[src/rtl/opnd_addr_pkg.sv]
package opnd_addr_pkg;

   typedef enum logic [2:0] {
      AM_IND     = 3'd0,
      AM_PREDEC  = 3'd1,
      AM_POSTINC = 3'd2,
      AM_DISP    = 3'd3,
      AM_IDX_S   = 3'd4,
      AM_IDX_F   = 3'd5,
      AM_MEM_PRE = 3'd6,
      AM_MEM_PST = 3'd7
   } addr_mode_e;

   typedef enum logic [1:0] {
      DX_BYTE = 2'd0,
      DX_WORD = 2'd1,
      DX_FULL = 2'd2
   } disp_kind_e;

   function automatic logic mode_is_mem(input logic [2:0] m);
      return (m == AM_MEM_PRE) || (m == AM_MEM_PST);
   endfunction

   function automatic logic mode_allows_pc(input logic [2:0] m);
      return m >= AM_DISP;
   endfunction

endpackage

[src/rtl/oag_disp_ext.sv]
module oag_disp_ext
   import opnd_addr_pkg::*;
#(
   parameter int AW = 32
) (
   input  logic [AW-1:0] raw,
   input  disp_kind_e    kind,
   output logic [AW-1:0] ext
);
   localparam int PAD8  = AW - 8;
   localparam int PAD16 = AW - 16;

   generate
      if (AW < 16) begin : g_bad_width
         $error("oag_disp_ext: AW must be at least 16");
      end
   endgenerate

   logic [AW-1:0] ext8;
   logic [AW-1:0] ext16;

   generate
      if (AW == 16) begin : g_narrow
         assign ext16 = raw;
      end else begin : g_wide
         assign ext16 = {{PAD16{raw[15]}}, raw[15:0]};
      end
   endgenerate

   assign ext8 = {{PAD8{raw[7]}}, raw[7:0]};

   always_comb begin
      unique case (kind)
         DX_BYTE: ext = ext8;
         DX_WORD: ext = ext16;
         default: ext = raw;
      endcase
   end

endmodule

[src/rtl/oag_idx_scale.sv]
module oag_idx_scale #(
   parameter int AW      = 32,
   parameter int SCALE_W = 2
) (
   input  logic [AW-1:0]      idx,
   input  logic [SCALE_W-1:0] scale,
   output logic [AW-1:0]      scaled
);
   localparam int NSCALE = 1 << SCALE_W;

   generate
      if (NSCALE > AW) begin : g_bad_scale
         $error("oag_idx_scale: scale range exceeds address width");
      end
   endgenerate

   logic [AW-1:0] cand [NSCALE];

   generate
      for (genvar s = 0; s < NSCALE; s++) begin : g_shift
         assign cand[s] = idx << s;
      end
   endgenerate

   assign scaled = cand[scale];

endmodule

[src/rtl/oag_step.sv]
module oag_step #(
   parameter int SW       = 3,
   parameter bit SP_ALIGN = 1'b1
) (
   input  logic [1:0]    size,
   input  logic          is_sp,
   output logic [SW-1:0] step
);
   generate
      if (SW < 3) begin : g_bad_sw
         $error("oag_step: step width must hold the value 4");
      end
   endgenerate

   logic [SW-1:0] raw_step;

   always_comb begin
      unique case (size)
         2'd0:    raw_step = SW'(1);
         2'd1:    raw_step = SW'(2);
         default: raw_step = SW'(4);
      endcase
   end

   generate
      if (SP_ALIGN) begin : g_sp_align
         assign step = (is_sp && size == 2'd0) ? SW'(2) : raw_step;
      end else begin : g_plain
         assign step = raw_step;
      end
   endgenerate

   always_comb begin
      p_step_legal_r8 : assert ($countones(step) == 1)
         else $error("auto-modify step is not a single power of two");
   end

endmodule

[src/rtl/oag_seq.sv]
module oag_seq (
   input  logic clk,
   input  logic rst_n,
   input  logic start,
   input  logic is_mem,
   input  logic ack,
   output logic busy,
   output logic load,
   output logic finish,
   output logic done
);
   typedef enum logic {ST_IDLE = 1'b0, ST_FETCH = 1'b1} seq_st_e;

   seq_st_e st;

   assign busy   = (st == ST_FETCH);
   assign load   = start && !busy;
   assign finish = busy && ack;

   always_ff @(posedge clk or negedge rst_n) begin
      if (!rst_n) begin
         st   <= ST_IDLE;
         done <= 1'b0;
      end else begin
         done <= (load && !is_mem) || finish;
         if (load && is_mem)
            st <= ST_FETCH;
         else if (finish)
            st <= ST_IDLE;
      end
   end

   p_fast_done_r1 : assert property (@(posedge clk) disable iff (!rst_n)
      load && !is_mem |=> done && !busy);
   p_hold_busy_r11 : assert property (@(posedge clk) disable iff (!rst_n)
      busy && !ack |=> busy && !done);
   p_ack_ends_r11 : assert property (@(posedge clk) disable iff (!rst_n)
      busy && ack |=> !busy && done);
   p_mem_starts_r11 : assert property (@(posedge clk) disable iff (!rst_n)
      load && is_mem |=> busy && !done);

endmodule

[src/rtl/opnd_addr_gen.sv]
module opnd_addr_gen
   import opnd_addr_pkg::*;
#(
   parameter int AW       = 32,
   parameter int SCALE_W  = 2,
   parameter bit SP_ALIGN = 1'b1
) (
   input  logic               clk,
   input  logic               rst_n,
   input  logic               start,
   input  logic [2:0]         mode,
   input  logic               use_pc,
   input  logic               reg_is_sp,
   input  logic [AW-1:0]      base_reg,
   input  logic [AW-1:0]      pc_val,
   input  logic [AW-1:0]      idx_val,
   input  logic [SCALE_W-1:0] idx_scale,
   input  logic [AW-1:0]      disp_in,
   input  logic               disp_long,
   input  logic [AW-1:0]      outer_disp,
   input  logic [1:0]         op_size,
   output logic               busy,
   output logic               done,
   output logic [AW-1:0]      addr_out,
   output logic               wb_en,
   output logic [AW-1:0]      wb_val,
   output logic               ptr_req,
   output logic [AW-1:0]      ptr_addr,
   input  logic               ptr_ack,
   input  logic [AW-1:0]      ptr_data
);
   localparam int SW = 3;

   generate
      if (AW < 16) begin : g_bad_aw
         $error("opnd_addr_gen: AW must be at least 16");
      end
   endgenerate

   addr_mode_e    am;
   logic          mem_mode;
   logic [AW-1:0] eff_base;
   disp_kind_e    dkind;
   logic [AW-1:0] disp_x;
   logic [AW-1:0] idx_x;
   logic [SW-1:0] step;
   logic [AW-1:0] step_x;
   logic [AW-1:0] sum_inner;
   logic [AW-1:0] sum_full;
   logic          load;
   logic          finish;
   logic          done_q;

   logic [AW-1:0] post_add_q;
   logic [AW-1:0] ptr_addr_q;
   logic [AW-1:0] addr_q;
   logic [AW-1:0] wb_q;
   logic          wb_en_q;

   assign am       = addr_mode_e'(mode);
   assign mem_mode = mode_is_mem(mode);
   assign eff_base = (use_pc && mode_allows_pc(mode)) ? pc_val : base_reg;

   always_comb begin
      unique case (am)
         AM_IDX_S:                    dkind = DX_BYTE;
         AM_IDX_F, AM_MEM_PRE, AM_MEM_PST:
                                      dkind = disp_long ? DX_FULL : DX_WORD;
         default:                     dkind = DX_WORD;
      endcase
   end

   oag_disp_ext #(.AW(AW)) u_disp (
      .raw  (disp_in),
      .kind (dkind),
      .ext  (disp_x)
   );

   oag_idx_scale #(.AW(AW), .SCALE_W(SCALE_W)) u_scale (
      .idx    (idx_val),
      .scale  (idx_scale),
      .scaled (idx_x)
   );

   oag_step #(.SW(SW), .SP_ALIGN(SP_ALIGN)) u_step (
      .size  (op_size),
      .is_sp (reg_is_sp),
      .step  (step)
   );

   assign step_x    = AW'(step);
   assign sum_inner = eff_base + disp_x;
   assign sum_full  = sum_inner + idx_x;

   oag_seq u_seq (
      .clk    (clk),
      .rst_n  (rst_n),
      .start  (start),
      .is_mem (mem_mode),
      .ack    (ptr_ack),
      .busy   (busy),
      .load   (load),
      .finish (finish),
      .done   (done_q)
   );

   always_ff @(posedge clk or negedge rst_n) begin
      if (!rst_n) begin
         addr_q     <= '0;
         wb_q       <= '0;
         wb_en_q    <= 1'b0;
         ptr_addr_q <= '0;
         post_add_q <= '0;
      end else begin
         wb_en_q <= 1'b0;
         if (load) begin
            unique case (am)
               AM_IND: begin
                  addr_q <= eff_base;
               end
               AM_PREDEC: begin
                  addr_q  <= eff_base - step_x;
                  wb_q    <= eff_base - step_x;
                  wb_en_q <= 1'b1;
               end
               AM_POSTINC: begin
                  addr_q  <= eff_base;
                  wb_q    <= eff_base + step_x;
                  wb_en_q <= 1'b1;
               end
               AM_DISP: begin
                  addr_q <= sum_inner;
               end
               AM_IDX_S, AM_IDX_F: begin
                  addr_q <= sum_full;
               end
               AM_MEM_PRE: begin
                  ptr_addr_q <= sum_full;
                  post_add_q <= outer_disp;
               end
               default: begin
                  ptr_addr_q <= sum_inner;
                  post_add_q <= idx_x + outer_disp;
               end
            endcase
         end else if (finish) begin
            addr_q <= ptr_data + post_add_q;
         end
      end
   end

   assign done     = done_q;
   assign addr_out = addr_q;
   assign wb_val   = wb_q;
   assign wb_en    = wb_en_q;
   assign ptr_req  = busy;
   assign ptr_addr = ptr_addr_q;

   p_ptr_stable_r11 : assert property (@(posedge clk) disable iff (!rst_n)
      ptr_req && !ptr_ack |=> ptr_req && $stable(ptr_addr));
   p_wb_needs_done_r6 : assert property (@(posedge clk) disable iff (!rst_n)
      wb_en |-> done);
   p_mem_no_wb_r9 : assert property (@(posedge clk) disable iff (!rst_n)
      busy |-> !wb_en);
   p_addr_hold_r11 : assert property (@(posedge clk) disable iff (!rst_n)
      busy && !ptr_ack |=> $stable(addr_out));

endmodule

[config.mk]
export PLATFORM = sky130hd
export DESIGN_NAME = opnd_addr_gen
export DESIGN_NICKNAME = d
export VERILOG_FILES = /design/src/rtl/opnd_addr_pkg.sv /design/src/rtl/oag_disp_ext.sv /design/src/rtl/oag_idx_scale.sv /design/src/rtl/oag_step.sv /design/src/rtl/oag_seq.sv /design/src/rtl/opnd_addr_gen.sv
export SDC_FILE = /design/constraint.sdc
export NUM_CORES = 1
export LEC_CHECK = 0
export CAP_MARGIN = 10
export CORE_MARGIN = 1.5
export CORE_UTILIZATION = 45
export CTS_BUF_LIST = sky130_fd_sc_hd__clkbuf_2 sky130_fd_sc_hd__clkbuf_4 sky130_fd_sc_hd__clkbuf_8
export CTS_CLUSTER_SIZE = 40
export DETAILED_ROUTE_END_ITERATION = 8
export DONT_BUFFER_PORTS = 1
export GPL_TIMING_DRIVEN = 1
export PLACE_DENSITY = 0.57
export SYNTH_ARGS = -nofsm -noshare
export SYNTH_HDL_FRONTEND = slang
export SYNTH_SLANG_ARGS = --single-unit
export TNS_END_PERCENT = 5
[constraint.sdc]
create_clock -name clk -period 3.85 [get_ports clk]
set_clock_uncertainty 0.15 [all_clocks]
set_input_delay 0.385 -clock clk [delete_from_list [all_inputs] [get_ports clk]]
set_output_delay 0.385 -clock clk [all_outputs]
set_load 0.01 [all_outputs]
# Yosys cells after proc, flatten, opt, wreduce, memory -nomap -nowiden
# Index checks and enable logic that the tools add are counted.
dict set report classes {
  shift 0
  muxes 19
  eq_ne 10
  order_cmp 2
  n_addsub 6
  n_div 0
  bitwise_logic 2
  reduce_logical 24
  mul 0
}
# operator count
set op_table {}
lappend op_table {{32-bit one-hot mux with 2 select lines} 4}
lappend op_table {{32-bit 2-to-1 mux} 5}
lappend op_table {{32-bit adder} 4}
lappend op_table {{32-bit one-hot mux with 4 select lines} 1}
lappend op_table {{32-bit binary-select mux with 2-bit select} 1}
lappend op_table {{32-bit by 3-bit adder with 32-bit output} 1}
lappend op_table {{32-bit by 3-bit subtractor with 32-bit output} 1}
lappend op_table {{3-bit equality test, second input constant} 4}
lappend op_table {{3-bit by 2-bit equality test with 1-bit output, second input constant} 2}
lappend op_table {{1-bit logical AND} 6}
lappend op_table {{3-bit one-hot mux with 2 select lines} 1}
lappend op_table {{2-bit AND reduction} 3}
lappend op_table {{2-bit nonzero test} 3}
lappend op_table {{2-bit OR reduction} 3}
lappend op_table {{6-bit OR reduction} 1}
lappend op_table {{5-bit inequality test, second input constant} 1}
lappend op_table {{2-bit by 1-bit equality test with 1-bit output, second input constant} 2}
lappend op_table {{2-bit zero test} 2}
lappend op_table {{1-bit 2-to-1 mux} 4}
lappend op_table {{2-bit one-hot mux with 2 select lines} 1}
lappend op_table {{3-bit by 1-bit equality test with 1-bit output, second input constant} 1}
lappend op_table {{3-bit by 2-bit greater-or-equal comparator with 1-bit output, second input constant} 1}
lappend op_table {{3-bit greater-or-equal comparator, second input constant} 1}
lappend op_table {{3-bit zero test} 1}
lappend op_table {{other kinds (7)} 9}
dict set report word_totals {
  ramBits 0
  inputBits 206
  word_cells 70
  mem_count 0
  output_inout_bits 100
  latchBits 0
  reg_bits 131
  rom_bits 0
}

# Depth between registers and ports, before layout
# Gate-level depths: netlist (run 1).
dict set report logic_depth {
  ltp_word 9
  mapped_depth 30
  ltp_nobuf 26
}

# Modules after synthesis
# From an unflattened synthesis (run 1), not the netlist that was laid out.
dict set report hier_totals {
  hier_cells 2041
  hier_area_um2 15681.3
}
# module n_inst area_each_um2 cells_each
set by_module_without_submodules {}
lappend by_module_without_submodules {opnd_addr_gen 1 14442.6 1895}
lappend by_module_without_submodules {oag_idx_scale 1 704.4 71}
lappend by_module_without_submodules {oag_disp_ext 1 426.7 64}
lappend by_module_without_submodules {oag_seq 1 88.8 8}
lappend by_module_without_submodules {oag_step 1 18.8 3}

# Worst setup path before layout (run 1)
# Ideal clock, no wire load.
dict set report synth_path {
  path_type {input -> register}
  from {in mode[2]}
  to {reg addr_q[29], in the netlist addr_out[29]}
  cell_stages 29
  slack_ns -2.497
  t_arrival_ns 6.107
  required_time_ns 3.610
  path_cell_list {buf_6 -> a21o_1 -> buf_6 -> nand2_8 -> buf_6 -> buf_2 -> mux2i_1 -> inv_1 -> ha_1 -> a211oi_1 -> nor2_1 -> o41ai_1 -> o21ai_0 -> a21o_1 -> a21oi_1 -> xnor2_1 -> ha_1 -> clkbuf_1 -> a211oi_1 -> o21ai_0 -> o211ai_1 -> o211ai_1 -> a211oi_1 -> o21bai_1 -> a221o_1 -> a21o_1 -> xnor2_1 -> a211o_1 -> o221ai_1}
}
dict set report synth_via {
  elab_chain_cells 9
  elab_cells_between_ends 25
  cone_classes {add/sub (3); order compare (1); eq/ne (9); mux (5); reduce/logical (7)}
}
# item line
set synth_rtl {}
lappend synth_rtl {{start, declared} opnd_addr_gen.sv:11} ;# input logic [2:0] mode,
lappend synth_rtl {{3-bit equality test (on tied branches)} {opnd_addr_gen.sv:65, opnd_addr_gen.sv:117}}
lappend synth_rtl {{3-bit OR reduction} opnd_addr_gen.sv:65} ;# unique case (am)
lappend synth_rtl {{2-bit one-hot mux with 2 select lines} opnd_addr_gen.sv:65}
lappend synth_rtl {{2-bit by 1-bit equality test with 1-bit output or 2-bit zero test (tied branches)} oag_disp_ext.sv:33} ;# unique case (kind)
lappend synth_rtl {{32-bit one-hot mux with 2 select lines} oag_disp_ext.sv:33}
lappend synth_rtl {{32-bit adder} opnd_addr_gen.sv:92} ;# assign sum_inner = eff_base + disp_x;
lappend synth_rtl {{32-bit adder} opnd_addr_gen.sv:93} ;# assign sum_full = sum_inner + idx_x;
lappend synth_rtl {{32-bit one-hot mux with 4 select lines} opnd_addr_gen.sv:117} ;# unique case (am)
lappend synth_rtl {{32-bit 2-to-1 mux} opnd_addr_gen.sv:116} ;# if (load) begin
lappend synth_rtl {{end signal, assigned} opnd_addr_gen.sv:119} ;# addr_q <= eff_base;
lappend synth_rtl {{end signal, assigned} opnd_addr_gen.sv:122} ;# addr_q <= eff_base - step_x;
lappend synth_rtl {{end signal, assigned} opnd_addr_gen.sv:127} ;# addr_q <= eff_base;
lappend synth_rtl {{end, declared} opnd_addr_gen.sv:56} ;# logic [AW-1:0] addr_q;
# Parallel ways exist; a longest one is shown, timed or not.
# A chain may end at the register's enable or synchronous reset.

# Final worst setup path (run 1)
dict set report layout_path {
  from {in mode[0]}
  to {reg addr_q[28], in the netlist addr_out[28]}
}
# The elaborated chain is that of the path after synthesis.

==> impl_metrics.csv, run 1 <==
group,metric,value,unit
logic_synthesis,ys_ff_latch,131,
die,row_count,67,
logic_synthesis,synth_top_family_by_area,"compound AO/OA/AOI/OAI gates",
timing,finalSetupViolCount,50,
drt,ant_nets,0,
logic_synthesis,synth_nets,2312,
worst_setup_path,reg2reg_depth,13,
logic_synthesis,synth-seq-area-share,21.5,%
timing,fmax,203,MHz
cts,htreeDepth,4,
power,vdd_drop_max,0.342,mV
timing,rsz0062_at_grt,"true",
drt,wl,61500,um
logic_synthesis,synth_edf_count,0,
timing,hold_viol,0,
worst_setup_path,crit_slowest_cell,"mux2_4",
timing,worstMarginPinSlew,886,ps
global_route,antenna_found_initial,0,
logic_synthesis,post_synth_num_cell_types,83,
die,die_width,187,um
die,core-area,33400,um^2
power,powerDensity,496,nW/um^2
power,total_power,0.0101,W
power,p_leak,9.35,nW
worst_setup_path,cp.required,4120,ps
global_route,grt_pass1_wl,94600,um
logic_synthesis,avgSynthCellArea,7.74,um^2
worst_setup_path,worstSetupPathType,"primary input to flip-flop",
die,die_y,187,um
timing,slew-limit-headroom,40.9,%
worst_setup_path,start_kind,"primary input",
finish,fin_nets,2707,
logic_synthesis,yosysTopAreaCell,"dfrtp_1",
finish,drive_above_1_share,27.7,%
worst_setup_path,cp_top_family,"compound AO/OA/AOI/OAI gates",
global_route,grt_overflow_total,0,
worst_hold_path,whs_path_depth,3,
timing,hold_slack,22.0,ps
logic_synthesis,synth_commonest_cells,"nand2_1, a21oi_1, nor2_1, o21ai_0, ha_1",
cts,cts_made_buffers,17,
logic_synthesis,synth_compound_gate_area_share,27.6,%
global_route,grt_pass1_vias,16900,
worst_setup_path,path_depth,25,
logic_synthesis,synthMuxAreaShare,5.99,%
logic_synthesis,synthArstFlopShare,100,%
run,maxCapViolCount,0,
cts,cts_tree,"done",
placement,port_buffers,0,
die,ios,306,
placement,place_ws,-1810,ps
finish,diodes,0,
cts,cts-root-buf,"clkbuf_8",
logic_synthesis,yosysMostFrequentCell,"nand2_1",
timing,period_needed,4930,ps
timing,drv_slew,0,
logic_synthesis,syn_area,15200,um^2
timing,finalWorstSetupSlack,-1080,ps
logic_synthesis,synth_xor_area_share,8.85,%
finish,syn_to_final_growth,34.3,%
drt,vias_per_cell,5.96,
cts,insertion_delay,510,ps
logic_synthesis,synth-simple-area-share,19.8,%
logic_synthesis,yosys_most_used_dff,"dfrtp_1",
worst_setup_path,critPathMaxStageDelay,330,ps
worst_setup_path,worst-path-buf-inv,2,
placement,hpwl,47600,um
global_route,track_usage,34.7,%
drt,via_count,16800,
outcome,violations,"negative setup slack",
worst_setup_path,crit_path_frequent_cell,"a21o_1",
die,start_util,45.5,%
logic_synthesis,synth_fa_ha_area_share,11.6,%
die,die_area,35000,um^2
logic_synthesis,syn_inst,1968,
outcome,outcome,"finished, violations left",
logic_synthesis,synth_area_leaders,"dfrtp_1, ha_1, xnor2_1",
global_route,grt_max_degree,132,
logic_synthesis,synthDominantCellAreaShare,21.5,%
worst_setup_path,cp-end-kind,"flip-flop",
worst_setup_path,arrival,5200,ps
drt,route.detailed.drc,0,
worst_setup_path,cp_max_fo,55,
cts,cts.sinks,131,
logic_synthesis,yosys_warnings,0,
placement,place_congestion,0.982,
finish,fillers,3112,
timing,finalCritPeriodShare,128,%
cts,ctsLongestPathBuffers,2,
drt,first_pass_iters,5,
drt,wl_per_cell,21.8,um
worst_hold_path,holdCritPathClass,"primary input to flip-flop",
drt,drt_iter0_drc,1213,
cts,clk_pin_slew,90,ps
## per-layer routing
layer	GRT usage, %	vias to the layer above	wire length [um]	part of all wire [%]
met5	0	-	0	0
met4	15.7	0	2690	4.4
met3	6.55	135	4270	6.9
met2	59.1	638	29500	48
met1	42.5	8047	25000	41
li1	-	8003	-	-
## sequential cells by signal (all words and copies together) (netlist names)
register	cells
wb_en	1
ptr_addr	32
post_add_q	32
wb_val	32
addr_out	32
u_seq.done	1
u_seq.busy	1
## cells in the final DEF (no fill, tap or decap), types with 11 or more instances in the layout
| cell | instances |
|---|---|
| a21oi_1 | 145 |
| a31oi_1 | 20 |
| nor2b_1 | 15 |
| inv_1 | 70 |
| nor3_1 | 31 |
| dlygate4sd3_1 | 56 |
| a21o_1 | 81 |
| and2_1 | 21 |
| ha_1 | 120 |
| dfrtp_1 | 131 |
| o22ai_1 | 44 |
| nor4_1 | 11 |
| xnor2_1 | 102 |
| mux4_2 | 23 |
| nand3_1 | 49 |
| nand2_1 | 199 |
| xor2_1 | 30 |
| nor2_1 | 165 |
| and3_1 | 11 |
| o21ai_1 | 24 |
| or3_1 | 16 |
| nand4_1 | 25 |
| xnor2_2 | 14 |
| mux2i_1 | 23 |
| a211oi_1 | 18 |
| o21bai_1 | 16 |
| nand2b_1 | 18 |
| a21oi_2 | 32 |
| clkbuf_8 | 17 |
| o211ai_1 | 13 |
| o21ai_0 | 158 |
| buf_4 | 411 |
## worst reg2reg max path, delay by kind of cell (launching register included)
family / cells / cell delay (ps)
compound gates: 9 / 2030
flops: 1 / 400
buf+inv: 1 / 190
xor+xnor: 1 / 310
simple gates: 1 / 230
fa+ha+maj: 1 / 350
## worst paths after layout
path                                 from              to  slack [ps]
max                               mode[0]    addr_out[28]       -1080
min                        outer_disp[16]  post_add_q[16]          20
max reg2reg                 post_add_q[6]    addr_out[31]          90
min reg2reg                post_add_q[11]  post_add_q[11]         340
max in group asynchronous           rst_n   post_add_q[1]        2550
min in group asynchronous           rst_n      wb_val[20]         370
## cell type report
cell class	count	area [um^2]	share of cell area, %
Clock buffer	18	241	1.18
Clock inverter	14	156	0.765
Inverter	79	298	1.46
Multi-Input combinational cell	1659	12100	59.4
Sequential cell	131	3280	16.0
Tap cell	448	561	2.74
Timing Repair Buffer	475	3780	18.5
## what timing repair did
item / CTS / global route
endpoints found under the hold margin: 164 / 0
endpoints found under the setup margin: 49 / 56
buffers inserted: 12 / 9
gates resized for setup: 93 / 60
pin swaps: 63 / 57
hold buffers: 57 / 0
## power breakdown
part	internal, W	total, W	switching [W]
Combinational	0.00322	0.00649	0.00328
Sequential	0.00181	0.00236	0.000549
Clock	0.000588	0.00129	0.000699
## per-stage QoR
| step | TNS [ps] | std cells | cell area (um^2) | util, % |
|---|---|---|---|---|
| 4_1_cts | -27270 | 2815 | 20100 | 60.1 |
| 3_5_place_dp | -65950 | 2714 | 18600 | 55.6 |
| 3_3_place_gp | -62800 | 2714 | 18600 | 55.6 |
| 6_report | -29130 | 2824 | 20500 | 61.2 |
| 2_1_floorplan | -64330 | 1968 | 15400 | - |
| 5_1_grt | -40350 | 2824 | 20500 | 61.2 |
## cells by family after synthesis
family                   count (synthesis)
AO/OA/AOI/OAI                          677
XOR/XNOR                               154
flip-flops                             131
AND/OR/NAND/NOR                        630
multiplexers                            60
buffers and inverters                  178
adder cells (fa/ha/maj)                138
Note: power is estimated with default switching activity, not from simulation.
==> run 2: changes to the inputs <==
--- a/config.mk
+++ b/config.mk
@@ -6,7 +6,6 @@
 export NUM_CORES = 1
 export LEC_CHECK = 0
 export CAP_MARGIN = 10
-export CORE_MARGIN = 1.5
 export CORE_UTILIZATION = 45
 export CTS_BUF_LIST = sky130_fd_sc_hd__clkbuf_2 sky130_fd_sc_hd__clkbuf_4 sky130_fd_sc_hd__clkbuf_8
 export CTS_CLUSTER_SIZE = 40
==> impl_metrics.csv, run 2 (synthesis gave the netlist of run 1 again) <==
group,metric,value,unit
placement,hpwl,48300,um
timing,setup-tns-final,-28910,ps
placement,place_ws,-1850,ps
worst_setup_path,r2r_slack,90,ps
die,core-area,33400,um^2
worst_setup_path,reg2reg_depth,12,
cts,cts-root-buf,"clkbuf_8",
outcome,outcome,"finished, violations left",
timing,worstMarginPinSlew,880,ps
timing,drv_slew,0,
power,p_leak,9.25,nW
finish,layout_common_cells,"buf_4, nand2_1, nor2_1, o21ai_0, a21oi_1",
worst_setup_path,critPathMaxStageDelay,420,ps
worst_setup_path,timing.rr.start,"post_add_q[5]",
worst_setup_path,crit_path_frequent_cell,"a21o_1",
drt,drt_iter0_drc,1312,
finish,final_cell_count_no_fill,2810,
finish,fillers,3189,
die,die_y,186,um
worst_hold_path,holdCritPathClass,"primary input to flip-flop",
drt,vias_per_cell,5.99,
die,row_count,67,
drt,first_pass_iters,6,
die,die_area,34600,um^2
cts,cts.sinks,131,
worst_setup_path,cp_top_family,"compound AO/OA/AOI/OAI gates",
timing,rsz0062_at_grt,"true",
finish,mostFrequentLayoutCell,"buf_4",
run,maxCapViolCount,0,
global_route,grt_pass1_wl,92300,um
outcome,violations,"negative setup slack",
cts,insertion_delay,500,ps
worst_setup_path,start_kind,"primary input",
global_route,grt_pass1_vias,16500,
drt,route.detailed.drc,0,
die,ios,306,
worst_setup_path,cp.required,4120,ps
cts,cts_made_buffers,17,
worst_hold_path,hp-start,"outer_disp[24]",
worst_setup_path,worstSetupPathType,"primary input to flip-flop",
drt,ant_nets,0,
cts,clk_pin_slew,90,ps
placement,dp_cells,2712,
drt,wl_per_cell,21.9,um
timing,hold_viol,0,
timing,finalWorstSetupSlack,-1140,ps
drt,wl,61600,um
placement,placed_area,18500,um^2
global_route,track_usage,35.4,%
timing,fmax,201,MHz
finish,drive_above_1_share,26.7,%
timing,finalCritPeriodShare,129,%
global_route,grt_max_degree,132,
timing,slew-limit-headroom,41.3,%
worst_hold_path,whs_path_depth,3,
timing,period_needed,4990,ps
power,powerDensity,497,nW/um^2
finish,stdcell_area,20200,um^2
finish,fin_nets,2693,
worst_setup_path,reg2reg_to,"addr_out[29]",
cts,ctsLongestPathBuffers,2,
global_route,antenna_found_initial,1,
power,total_power,0.0100,W
worst_hold_path,hold_end,"post_add_q[24]",
placement,place_congestion,0.963,
die,die_width,186,um
global_route,grt_overflow_total,0,
finish,diodes,0,
worst_setup_path,arrival,5260,ps
worst_setup_path,worst-path-buf-inv,2,
power,vdd_drop_max,0.295,mV
drt,via_count,16800,
worst_setup_path,crit_slowest_cell,"nor3b_4",
die,start_util,45.5,%
placement,port_buffers,0,
finish,syn_to_final_growth,32.5,%
timing,finalSetupViolCount,47,
worst_setup_path,cp-end-kind,"flip-flop",
cts,htreeDepth,4,
worst_setup_path,cp_max_fo,21,
cts,cts_tree,"done",
[run 2: tightest hold or removal path, delay by kind of cell]
family	cells	cell delay, ps
AO/OA/AOI/OAI	2	180
AND/OR/NAND/NOR	1	70
[run 2: final cells by class]
cell class	instances	area, um^2	share of cell area (%)
well taps	448	561	2.78
clock inverters	12	106	0.527
repair buffers	461	3630	18.0
clock buffers	20	269	1.33
flip-flops and latches	131	3280	16.2
multi-input cells	1659	12000	59.7
inverters	79	298	1.48
[run 2: how the worst max path moves through the flow]
stage	start	to	depth (start not counted)
CTS	mode[0]	addr_out[29]	26
finish	mode[1]	addr_out[29]	25
detailed placement	mode[0]	ptr_addr[29]	25
global route	mode[0]	addr_out[29]	27
global placement	mode[0]	ptr_addr[29]	25
floorplan	mode[2]	ptr_addr[29]	28
[run 2: what timing repair did]
item / in CTS / in global routing
buffers inserted: 9 / 5
endpoints found under the hold margin: 165 / 0
pin swaps: 66 / 30
endpoints found under the setup margin: 51 / 56
hold buffers: 52 / 0
gates resized for setup: 74 / 55
[run 2: through the flow]
stage,util (%),hold WS (ps)
final,60.3,27.9
after global routing,60.3,25.1
after CTS,59.4,0.532
after detailed placement,55.4,-57.8
after global placement,55.4,-58.1
after floorplan,-,-60.6
[run 2: power breakdown]
part / internal (W) / switching [W] / leakage (nW)
logic: 0.00316 / 0.00327 / 7.46
registers: 0.00181 / 0.000563 / 1.59
clock network: 0.000551 / 0.000682 / 0.196
[run 2: routing by layer]
| metal | part of all wire (%) | wire length [um] | vias up | global-route usage (%) |
|---|---|---|---|---|
| met5 | 0.013 | 8 | - | 0 |
| met4 | 4.1 | 2540 | 2 | 14.6 |
| met3 | 6.7 | 4100 | 135 | 7.43 |
| met2 | 49 | 30000 | 582 | 61.2 |
| met1 | 41 | 25000 | 8123 | 42.3 |
| li1 | - | - | 7978 | - |
==> run 3: changes to the inputs <==
--- a/config.mk
+++ b/config.mk
@@ -5,6 +5,7 @@
 export SDC_FILE = /design/constraint.sdc
 export NUM_CORES = 1
 export LEC_CHECK = 0
+export ABC_AREA = 1
 export CAP_MARGIN = 10
 export CORE_UTILIZATION = 45
 export CTS_BUF_LIST = sky130_fd_sc_hd__clkbuf_2 sky130_fd_sc_hd__clkbuf_4 sky130_fd_sc_hd__clkbuf_8
==> impl_metrics.csv, run 3 <==
group,metric,value,unit
outcome,outcome,"finished, violations left",
logic_synthesis,post_synth_num_cell_types,54,
logic_synthesis,synth_edf_count,0,
logic_synthesis,syn_area,17600,um^2
die,start_util,45.6,%
timing,period_needed,4200,ps
worst_setup_path,crit_path_frequent_cell,"buf_6",
drt,via_count,23000,
logic_synthesis,yosysMostFrequentCell,"nand2_1",
logic_synthesis,synth_nets,3256,
drt,drt_iter0_drc,2314,
drt,route.detailed.drc,0,
timing,worstMarginPinSlew,814,ps
finish,final-seq-area,3280,um^2
finish,fillers,3580,
placement,place_congestion,1.02,
timing,finalCritPeriodShare,109,%
timing,finalWorstSetupSlack,-350,ps
die,row_count,72,
worst_setup_path,worstSetupPathType,"primary input to flip-flop",
worst_setup_path,cp-end-kind,"flip-flop",
cts,ctsLongestPathBuffers,2,
drt,wl,89900,um
worst_setup_path,cp.required,4110,ps
global_route,track_usage,44.1,%
logic_synthesis,ys_ff_latch,131,
placement,port_buffers,0,
timing,fmax,238,MHz
logic_synthesis,synthArstFlopShare,100,%
timing,rsz0062_at_grt,"true",
logic_synthesis,synth_commonest_cells,"nand2_1, inv_1, nor2_1",
placement,placed_area,21200,um^2
worst_setup_path,cp_top_family,"simple AND/OR/NAND/NOR gates",
finish,fin_nets,3715,
global_route,antenna_found_initial,3,
die,die_area,40000,um^2
power,p_leak,12.1,nW
worst_setup_path,crit_slowest_cell,"fa_2",
logic_synthesis,yosysTopAreaCell,"dfrtp_1",
finish,syn_to_final_growth,39.4,%
worst_setup_path,cp_max_fo,31,
drt,ant_nets,0,
finish,layout_common_cells,"nand2_1, buf_4, inv_1, nor2_1, nand3_1",
timing,hold_viol,0,
timing,drv_slew,0,
cts,insertion_delay,550,ps
finish,mostFrequentLayoutCell,"nand2_1",
worst_setup_path,arrival,4460,ps
die,core-area,38600,um^2
logic_synthesis,syn_inst,2912,
global_route,grt_pass1_vias,21700,
die,ios,306,
drt,first_pass_iters,9,
logic_synthesis,yosys_most_used_dff,"dfrtp_1",
die,die_y,200,um
finish,stdcell_area,24600,um^2
worst_hold_path,holdCritPathClass,"primary input to flip-flop",
die,die_width,200,um
cts,cts_tree,"done",
cts,cts.sinks,131,
worst_setup_path,critPathMaxStageDelay,390,ps
global_route,grt_pass1_wl,131000,um
logic_synthesis,avgSynthCellArea,6.05,um^2
worst_setup_path,start_kind,"primary input",
power,vdd_drop_max,0.348,mV
global_route,grt_overflow_total,0,
power,powerDensity,492,nW/um^2
run,maxCapViolCount,0,
logic_synthesis,yosys_warnings,0,
timing,finalSetupViolCount,30,
logic_synthesis,synth_area_leaders,"dfrtp_1, nand2_1, ha_1",
cts,htreeDepth,4,
cts,cts-root-buf,"clkbuf_8",
outcome,violations,"negative setup slack",
global_route,grt_max_degree,132,
cts,clk_pin_slew,130,ps
cts,cts_made_buffers,17,
worst_setup_path,worst-path-buf-inv,7,
placement,hpwl,70500,um
logic_synthesis,synthDominantCellAreaShare,18.6,%
timing,slew-limit-headroom,44.2,%
drt,wl_per_cell,23.0,um
timing,hold_slack,23.7,ps
logic_synthesis,synth-seq-area-share,18.6,%
drt,vias_per_cell,5.90,
finish,drive_above_1_share,26.8,%
finish,multi_input_area,14800,um^2
## run 3: cell count changes in the layout (fill, tap and decap cells not counted), moves of 29 or more
cell	delta
o21ai_0	+40
o22ai_1	-37
ha_4	+37
inv_1	+231
nand2_1	+552
xnor2_1	-89
ha_1	-38
nor2_1	+66
inv_2	+29
nand2_2	+63
a21o_1	-62
nand3_1	+158
buf_4	+50
## run 3: per-stage QoR
step | power (W) | cells | worst slack, ps | util [%] | TNS, ps
after CTS | 0.0113 | 3890 | -199 | 61.5 | -2470
after detailed placement | 0.00905 | 3750 | -1470 | 54.7 | -51070
final | 0.0121 | 3905 | -350 | 63.6 | -5730
after global placement | 0.00898 | 3750 | -1410 | 54.7 | -47820
after global routing | 0.0128 | 3902 | -473 | 63.6 | -10500
after floorplan | 0.00587 | 2912 | -374 | - | -10480
## run 3: final timing paths
kind	startpoint	endpoint	slack (ps)	depth (start not counted)
min in group asynchronous	rst_n	ptr_addr[5]	440	2
setup reg to reg	post_add_q[0]	addr_out[26]	810	16
max in group asynchronous	rst_n	wb_val[11]	2560	2
hold / removal	outer_disp[0]	post_add_q[0]	20	3
hold reg to reg	post_add_q[18]	post_add_q[18]	350	2
setup / recovery	mode[0]	addr_out[26]	-350	30
## run 3: layout make-up
type / instances / share of cell area, %
Tap cell: 518 / 2.64
Timing Repair Buffer: 522 / 17.0
Antenna cell: 3 / 0.0305
Clock buffer: 17 / 0.952
Multi-Input combinational cell: 2355 / 60.2
Sequential cell: 131 / 13.3
Inverter: 344 / 5.30
Clock inverter: 15 / 0.570
## run 3: worst reg2reg max path, delay by kind of cell, from the launching register on
family                   cells  cell delay (ps)
AO/OA/AOI/OAI                4              850
adder cells (fa/ha/maj)      2              600
AND/OR/NAND/NOR              7              590
flip-flops                   1              400
buffers and inverters        3              320
## run 3: repair_timing
action | 4_1_cts | 5_1_grt
cloned | 1 | 0
resized for setup | 277 | 163
hold buffers | 47 | 0
endpoints found under the setup margin | 50 | 54
pin swaps | 94 | 83
setup buffers | 61 | 13
endpoints found under the hold margin | 158 | 0
## run 3: layer usage
| layer | vias to the layer above | part of all wire [%] | GRT usage [%] | wire length [um] |
|---|---|---|---|---|
| li1 | 10600 | - | - | - |
| met3 | 313 | 11 | 10.8 | 9810 |
| met4 | 2 | 5.8 | 22.5 | 5200 |
| met5 | - | 0.012 | 0 | 11 |
| met2 | 1401 | 43 | 67.4 | 38500 |
| met1 | 10700 | 40 | 57.5 | 36300 |
## run 3: cell families (layout without fill, tap and decap cells)
logic type                 count (synthesis)  in the layout  synth area share (%)
xor gates and xnor gates                  78             78                  3.88
AOI/OAI and AO/OA                        617            617                  20.1
and+or+nand+nor                         1475           1476                  35.3
DFF                                      131            131                  18.6
muxes                                     46             46                  2.62
adders and majority gates                138            138                  10.1
buffers and inverters                    427            898                  9.44
other                                      0              3                     0
## run 3: power by group
part / total [W] / internal [W] / switching (W)
registers: 0.00237 / 0.00179 / 0.000578
clock network: 0.00122 / 0.000476 / 0.000742
logic: 0.00851 / 0.00367 / 0.00484
total: 0.0121 / 0.00594 / 0.00616
